### src/rtl/card_hand_pkg.sv
package card_hand_pkg;

   // Default geometry of a hand and of the card code space
   localparam int unsigned DEF_CARD_W     = 4;
   localparam int unsigned DEF_CARD_MIN   = 1;
   localparam int unsigned DEF_CARD_MAX   = 13;
   localparam int unsigned DEF_FACE_MAX   = 9;
   localparam int unsigned DEF_SCORE_MOD  = 10;
   localparam int unsigned DEF_HAND_SLOTS = 3;
   localparam int unsigned NUM_HANDS      = 2;

   // Hand indices used when the hands are built by a generate loop
   typedef enum int unsigned {
      HAND_PLAYER = 0,
      HAND_BANKER = 1
   } hand_idx_e;

endpackage

### src/rtl/card_source.sv
module card_source #(
   parameter int unsigned CARD_W   = card_hand_pkg::DEF_CARD_W,
   parameter int unsigned CARD_MIN = card_hand_pkg::DEF_CARD_MIN,
   parameter int unsigned CARD_MAX = card_hand_pkg::DEF_CARD_MAX
) (
   input  logic              clk,
   input  logic              rst_n,
   output logic [CARD_W-1:0] card
);

   localparam logic [CARD_W-1:0] LO = CARD_W'(CARD_MIN);
   localparam logic [CARD_W-1:0] HI = CARD_W'(CARD_MAX);

   always_ff @(posedge clk) begin
      if (!rst_n) begin
         card <= LO;
      end else if (card == HI) begin
         card <= LO;
      end else begin
         card <= card + 1'b1;
      end
   end

endmodule

### src/rtl/card_slot.sv
module card_slot #(
   parameter int unsigned CARD_W = card_hand_pkg::DEF_CARD_W
) (
   input  logic              clk,
   input  logic              rst_n,
   input  logic              step,
   input  logic              load,
   input  logic [CARD_W-1:0] d,
   output logic [CARD_W-1:0] q
);

   always_ff @(posedge clk) begin
      if (!rst_n) begin
         q <= '0;
      end else if (step && load) begin
         q <= d;
      end
   end

endmodule

### src/rtl/hand_scorer.sv
module hand_scorer #(
   parameter int unsigned CARD_W     = card_hand_pkg::DEF_CARD_W,
   parameter int unsigned HAND_SLOTS = card_hand_pkg::DEF_HAND_SLOTS,
   parameter int unsigned FACE_MAX   = card_hand_pkg::DEF_FACE_MAX,
   parameter int unsigned SCORE_MOD  = card_hand_pkg::DEF_SCORE_MOD,
   parameter int unsigned SCORE_W    = $clog2(SCORE_MOD)
) (
   input  logic [HAND_SLOTS*CARD_W-1:0] cards,
   output logic [SCORE_W-1:0]           score
);

   localparam int unsigned SUM_MAX = HAND_SLOTS * FACE_MAX;
   localparam int unsigned SUM_W   = $clog2(SUM_MAX + 1);
   localparam int unsigned WRAPS   = SUM_MAX / SCORE_MOD;

   logic [HAND_SLOTS-1:0][SUM_W-1:0] pts;
   logic [SUM_W-1:0]                 sum;
   logic [SUM_W-1:0]                 rem;

   // Per-slot point value: only face codes 1..FACE_MAX count
   for (genvar i = 0; i < HAND_SLOTS; i++) begin : g_pts
      logic [CARD_W-1:0] code;
      assign code = cards[i*CARD_W +: CARD_W];
      always_comb begin
         if ((code != '0) && (code <= CARD_W'(FACE_MAX))) begin
            pts[i] = SUM_W'(code);
         end else begin
            pts[i] = '0;
         end
      end
   end

   always_comb begin
      sum = '0;
      for (int i = 0; i < HAND_SLOTS; i++) begin
         sum = sum + pts[i];
      end
   end

   // Reduction variant picked by how many times the sum can wrap
   if (WRAPS <= 3) begin : g_sub_chain
      always_comb begin
         rem = sum;
         for (int k = WRAPS; k >= 1; k--) begin
            if (rem >= SUM_W'(k * SCORE_MOD)) begin
               rem = rem - SUM_W'(k * SCORE_MOD);
            end
         end
      end
   end else begin : g_divider
      always_comb begin
         rem = sum % SUM_W'(SCORE_MOD);
      end
   end

   assign score = SCORE_W'(rem);

endmodule

### src/rtl/card_hand_dp.sv
module card_hand_dp #(
   parameter int unsigned CARD_W     = card_hand_pkg::DEF_CARD_W,
   parameter int unsigned CARD_MAX   = card_hand_pkg::DEF_CARD_MAX,
   parameter int unsigned FACE_MAX   = card_hand_pkg::DEF_FACE_MAX,
   parameter int unsigned SCORE_MOD  = card_hand_pkg::DEF_SCORE_MOD,
   parameter int unsigned HAND_SLOTS = card_hand_pkg::DEF_HAND_SLOTS,
   parameter int unsigned SCORE_W    = $clog2(SCORE_MOD)
) (
   input  logic                         clk,
   input  logic                         rst_n,
   input  logic                         step,
   input  logic [HAND_SLOTS-1:0]        ld_player,
   input  logic [HAND_SLOTS-1:0]        ld_banker,
   output logic [HAND_SLOTS*CARD_W-1:0] player_cards,
   output logic [HAND_SLOTS*CARD_W-1:0] banker_cards,
   output logic [SCORE_W-1:0]           player_score,
   output logic [SCORE_W-1:0]           banker_score
);

   import card_hand_pkg::*;

   localparam int unsigned HAND_W = HAND_SLOTS * CARD_W;

   // Elaboration-time parameter checks
   if (CARD_MAX >= (1 << CARD_W)) begin : g_bad_card_w
      $error("card_hand_dp: CARD_MAX does not fit in CARD_W bits");
   end
   if (FACE_MAX > CARD_MAX) begin : g_bad_face
      $error("card_hand_dp: FACE_MAX exceeds CARD_MAX");
   end
   if (SCORE_MOD < 2 || SCORE_W < $clog2(SCORE_MOD)) begin : g_bad_mod
      $error("card_hand_dp: SCORE_MOD/SCORE_W inconsistent");
   end
   if (HAND_SLOTS < 1) begin : g_bad_slots
      $error("card_hand_dp: HAND_SLOTS must be at least 1");
   end

   logic [CARD_W-1:0]                         src_card;
   logic [NUM_HANDS-1:0][HAND_SLOTS-1:0]      ld_all;
   logic [NUM_HANDS-1:0][HAND_W-1:0]          cards_all;
   logic [NUM_HANDS-1:0][SCORE_W-1:0]         score_all;

   assign ld_all[HAND_PLAYER] = ld_player;
   assign ld_all[HAND_BANKER] = ld_banker;

   card_source #(
      .CARD_W  (CARD_W),
      .CARD_MIN(1),
      .CARD_MAX(CARD_MAX)
   ) u_src (
      .clk  (clk),
      .rst_n(rst_n),
      .card (src_card)
   );

   for (genvar h = 0; h < NUM_HANDS; h++) begin : g_hand
      for (genvar s = 0; s < HAND_SLOTS; s++) begin : g_slot
         card_slot #(
            .CARD_W(CARD_W)
         ) u_slot (
            .clk  (clk),
            .rst_n(rst_n),
            .step (step),
            .load (ld_all[h][s]),
            .d    (src_card),
            .q    (cards_all[h][s*CARD_W +: CARD_W])
         );
      end

      hand_scorer #(
         .CARD_W    (CARD_W),
         .HAND_SLOTS(HAND_SLOTS),
         .FACE_MAX  (FACE_MAX),
         .SCORE_MOD (SCORE_MOD),
         .SCORE_W   (SCORE_W)
      ) u_score (
         .cards(cards_all[h]),
         .score(score_all[h])
      );
   end

   assign player_cards = cards_all[HAND_PLAYER];
   assign banker_cards = cards_all[HAND_BANKER];
   assign player_score = score_all[HAND_PLAYER];
   assign banker_score = score_all[HAND_BANKER];

endmodule

### config.mk
export PLATFORM = sky130hd
export DESIGN_NAME = card_hand_dp
export DESIGN_NICKNAME = d
export VERILOG_FILES = /design/src/rtl/card_hand_pkg.sv /design/src/rtl/card_source.sv /design/src/rtl/card_slot.sv /design/src/rtl/hand_scorer.sv /design/src/rtl/card_hand_dp.sv
export SDC_FILE = /design/constraint.sdc
export NUM_CORES = 1
export LEC_CHECK = 0
export ABC_CLOCK_PERIOD_IN_PS = 4100
export BUFFER_PORTS_ARGS = -buffer_cell sky130_fd_sc_hd__buf_4
export CORE_MARGIN = 4
export CORE_UTILIZATION = 25
export CTS_CLUSTER_DIAMETER = 80
export DETAILED_ROUTE_END_ITERATION = 10
export GPL_TIMING_DRIVEN = 0
export PLACE_DENSITY = 0.42
export SLEW_MARGIN = 10
export SYNTH_ARGS = -nofsm -noshare
export SYNTH_HDL_FRONTEND = slang
export SYNTH_SLANG_ARGS = --single-unit
### constraint.sdc
create_clock -name clk -period 4.1 [get_ports clk]
set_input_delay 0.615 -clock clk [delete_from_list [all_inputs] [get_ports clk]]
set_output_delay 0.615 -clock clk [all_outputs]
set_load 0.005 [all_outputs]
==> results.rst <==
.. list-table::
   :header-rows: 1

   * - Metric
     - Value
   * - Clock slew seen by the registers of the worst setup and hold paths
     - 100 ps
   * - Filler Cells Inserted
     - 825
   * - CP Launch Type
     - register
   * - Final hold violation count
     - 0
   * - Area occupied by multi-input gates
     - 0.001638 mm2
   * - Relative slew slack
     - 67.06%
   * - Top_reg_cell synth
     - dfxtp_1
   * - Highest ir drop seen on vdd
     - 240.8 uV
   * - Max-capacitance violation count
     - 0
   * - DRC violation total after the first TritonRoute iteration
     - 46
   * - Overall via count from detail_route
     - 1850
   * - Count of port buffers added during placement
     - 39
   * - Maximum achievable frequency
     - 0.2426 GHz
   * - Number of library cell types mapped by synthesis
     - 34
   * - Horizontal die dimension
     - 97.96 um
   * - Number of rows created at floorplan
     - 32
   * - Syn. warnings
     - 0
   * - Number of synthesized register bits
     - 28
   * - Synth area leader
     - dfxtp_1
   * - Most common library cells after synthesis
     - nand2_1, nand3_1, dfxtp_1, a21boi_0, inv_1
   * - Number of flops mapped to enable cells by yosys
     - 0
   * - Minimum period implied by the final worst setup slack
     - 4122 ps
   * - Number of setup violations in the final report
     - 1
   * - Portion of the post-synthesis area used by sequential elements
     - 27.71%
   * - Slowest library cell on the worst path
     - fa_1
   * - Worst setup path startpoint
     - g_hand[1].g_slot[2].u_slot.q[1]$_SDFFE_PN0P_
   * - Cells taking the most area after synthesis
     - dfxtp_1, fa_1, a21boi_0
   * - Overall overflow remaining after global route
     - 0
   * - Library cell with the highest instance count after synthesis
     - nand2_1
   * - Result of the run
     - complete, but fails checks
   * - Worst-case clock skew
     - 1.556 ps
   * - Fin worst setup slack
     - -21.79 ps
   * - Post-route ant nets
     - 0
   * - Inserted Diodes
     - 0
   * - Number of buffers added by the clock tree synthesis step
     - 3
   * - Startpoint-to-endpoint class of the critical path
     - reg -> out
   * - Antenna violations before repair
     - 0
   * - Routed metal-1 wire length
     - 2612 um
   * - HPWL after detailed placement
     - 3986 um
   * - Total nets after synthesis
     - 277
   * - H-tree lvl count
     - 1
   * - Buffer levels on the longest clock path
     - 2
   * - Vias in the first global route
     - 1756
   * - Worst slew pin tran
     - 494.1 ps
   * - Unrepaired setup endpoints after global routing
     - yes
   * - GP Congestion
     - 0.7351
   * - Cell Count Post-Placement
     - 387
   * - Count of nets after finishing
     - 338
   * - Later-pin clock latency in the skew report
     - 270 ps
   * - Top routing layer used
     - met4
   * - Leakage power total
     - 1.182 nW
   * - Worst hold start
     - g_hand[0].g_slot[0].u_slot.q[0]$_SDFFE_PN0P_
   * - Violations in the final reports
     - setup timing
   * - Total wire length after detailed routing
     - 5445 um
   * - Post-Synthesis Cell Area
     - 0.002023 mm2
   * - Power per cell area
     - 227.3 mW/mm2
   * - Number of cells in the finished layout apart from fillers
     - 408
   * - Overall Global Routing Usage
     - 10.98%
   * - Height of the chip
     - 97.96 um
   * - Crit path cell chain
     - nor2b_4 -> fa_1 -> ha_4 -> fa_2 -> xor2_4 -> inv_4 -> nor2_4 -> a21oi_2 -> ha_2 -> nor2_1 -> or3_1 -> mux2i_2 -> mux2i_1 -> buf_4
   * - Setup WS pre-CTS
     - -104.0 ps
   * - Arrival time at the worst endpoint
     - 3510 ps
   * - Req. time, crit path
     - 3480 ps
   * - Post-DR vias/cell
     - 4.534
   * - Period Utilization, post-route
     - 100.5%
   * - Number of sinks handled by clock tree synthesis
     - 28
   * - Detailed-routed wire length on met3
     - 141 um
   * - Crit Reg-Reg Startpoint
     - u_src.card[1]$_SDFF_PP0_
   * - Critical path fanouts, max
     - 4
   * - Critical path capture point type
     - output port
   * - Clock tree from TritonCTS
     - yes
   * - Sequential cell area
     - 618.1 um2
   * - CP peak stage delay
     - 530 ps
   * - Area added between synthesis and finish
     - 46.07%
   * - Area fraction of the dominant cell type after synthesis
     - 27.71%
   * - Core box area
     - 0.007807 mm2
   * - Layout cell share with drive strength beyond 1
     - 41.50%
   * - Initial core utilization
     - 25.91%
   * - Total length of routed met2 wires
     - 2667 um
   * - Synthesized area per cell
     - 8.224 um2
   * - Number of slew-limit violations in the final report
     - 0
   * - Routed wire per std cell
     - 13.35 um
   * - Clock tree root driver cell
     - clkbuf_8
   * - Number of remaining DRC errors
     - 0
   * - Die Outline Area
     - 0.009596 mm2
   * - Number of buffers inserted by hold repair at cts
     - 0
   * - Top Ports
     - 41
   * - Wire length of the first global-routing pass
     - 8790 um
   * - Post-synth ARST share
     - 0%
   * - Hold Path Class
     - reg -> reg
   * - Pin count of the biggest net entering global routing
     - 16
   * - Synthesized instance count
     - 246
   * - Detailed-router iteration count before antenna repair
     - 4
logic make-up (layout without fill, tap and decap cells):
kind of cell,Yosys count,in the layout,synth area share (%)
flip-flops,28,28,27.71
buffers and inverters,25,85,4.638
AND/OR/NAND/NOR,108,108,27.03
adder cells (fa/ha/maj),22,22,17.32
XOR/XNOR,4,4,2.103
AO/OA/AOI/OAI,51,51,17.07
multiplexers,8,8,4.143
cell type report:
class                      instances  area share (%)
multi-input combinational        193           55.42
sequential                        28           20.91
timing repair buffer              56           14.23
tap                              102           4.318
inverter                          16           2.117
clock buffer                       4           1.863
buffer                             9           1.143
repair_timing:
| action | in CTS | in global routing |
|---|---|---|
| setup endpoints to repair | 4 | 4 |
| pin swaps | 10 | 20 |
| setup buffers | 5 | 12 |
| resized for setup | 54 | 35 |
per-layer routing:
layer	up-vias	global-route usage, %
li1	965	-
met1	865	15.47
met2	18	17.75
met3	2	2.429
met4	0	1.278
met5	-	0
critical path, delay by kind of cell, from the launching register on:
family | cells | cell delay, ps
compound gates | 1 | 140
flops | 1 | 370
fa+ha+maj | 4 | 1300
xor+xnor | 1 | 210
simple gates | 4 | 510
mux | 2 | 470
buf+inv | 2 | 220
final timing paths:
path	to	slack, ps	depth (start not counted)
setup reg to reg	u_src.card[3]$_SDFF_PP0_	2570	7
hold / removal	g_hand[0].g_slot[0].u_slot.q[0]$_SDFFE_PN0P_	490	2
hold reg to reg	g_hand[0].g_slot[0].u_slot.q[0]$_SDFFE_PN0P_	490	2
setup / recovery	banker_score[2]	-20	14
stage by stage:
stage	instance area (um2)	hold WS, ps	TNS, ps	util [%]	power, W
after floorplan	2023	468.4	0	-	0.0004054
after global placement	2444	475.9	-147.3	31.30	0.0004737
after detailed placement	2444	479.9	-176.5	31.30	0.0004729
after CTS	2714	496.1	-164.5	34.76	0.0006638
after global routing	2955	529.4	-324.9	37.85	0.0007210
final	2955	492.7	-21.79	37.85	0.0006716
placed cells by master (no fill, tap or decap), types with 2 or more instances in the layout:
master    count
o21ai_0       7
nand2b_4      4
nand2b_1      2
nor3b_4       2
clkbuf_1      9
nand3_1      28
or3_1         2
nor2b_4       2
o21ai_1       2
fa_1          6
a21oi_2       3
ha_4          6
a21oi_1       4
fa_2          4
inv_1        11
clkbuf_8      4
nor3b_2       3
ha_1          3
mux2i_2       2
dfxtp_2       4
dfxtp_1      10
a21oi_4       2
inv_2         4
a21o_1        2
nand2_1      32
and2_4        2
a21boi_0     24
and2_1        6
nor2b_1       4
nor3_1        4
nor2_1        7
ha_2          3
mux2i_1       6
dfxtp_4      14
nor3b_1       2
buf_4        56
flip-flops by register name (all words and copies together), names as in the netlist:
| signal | count |
|---|---|
| g_hand.g_slot.u_slot.q | 24 |
| u_src.card | 4 |
power by group:
group	total [W]	internal (W)	switching, W
Clock	0.000172	0.0000860	0.0000862
Sequential	0.000290	0.000278	0.0000121
Combinational	0.000210	0.000104	0.000106
Total	0.000672	0.000467	0.000204
(Power assumes the default switching activity.)
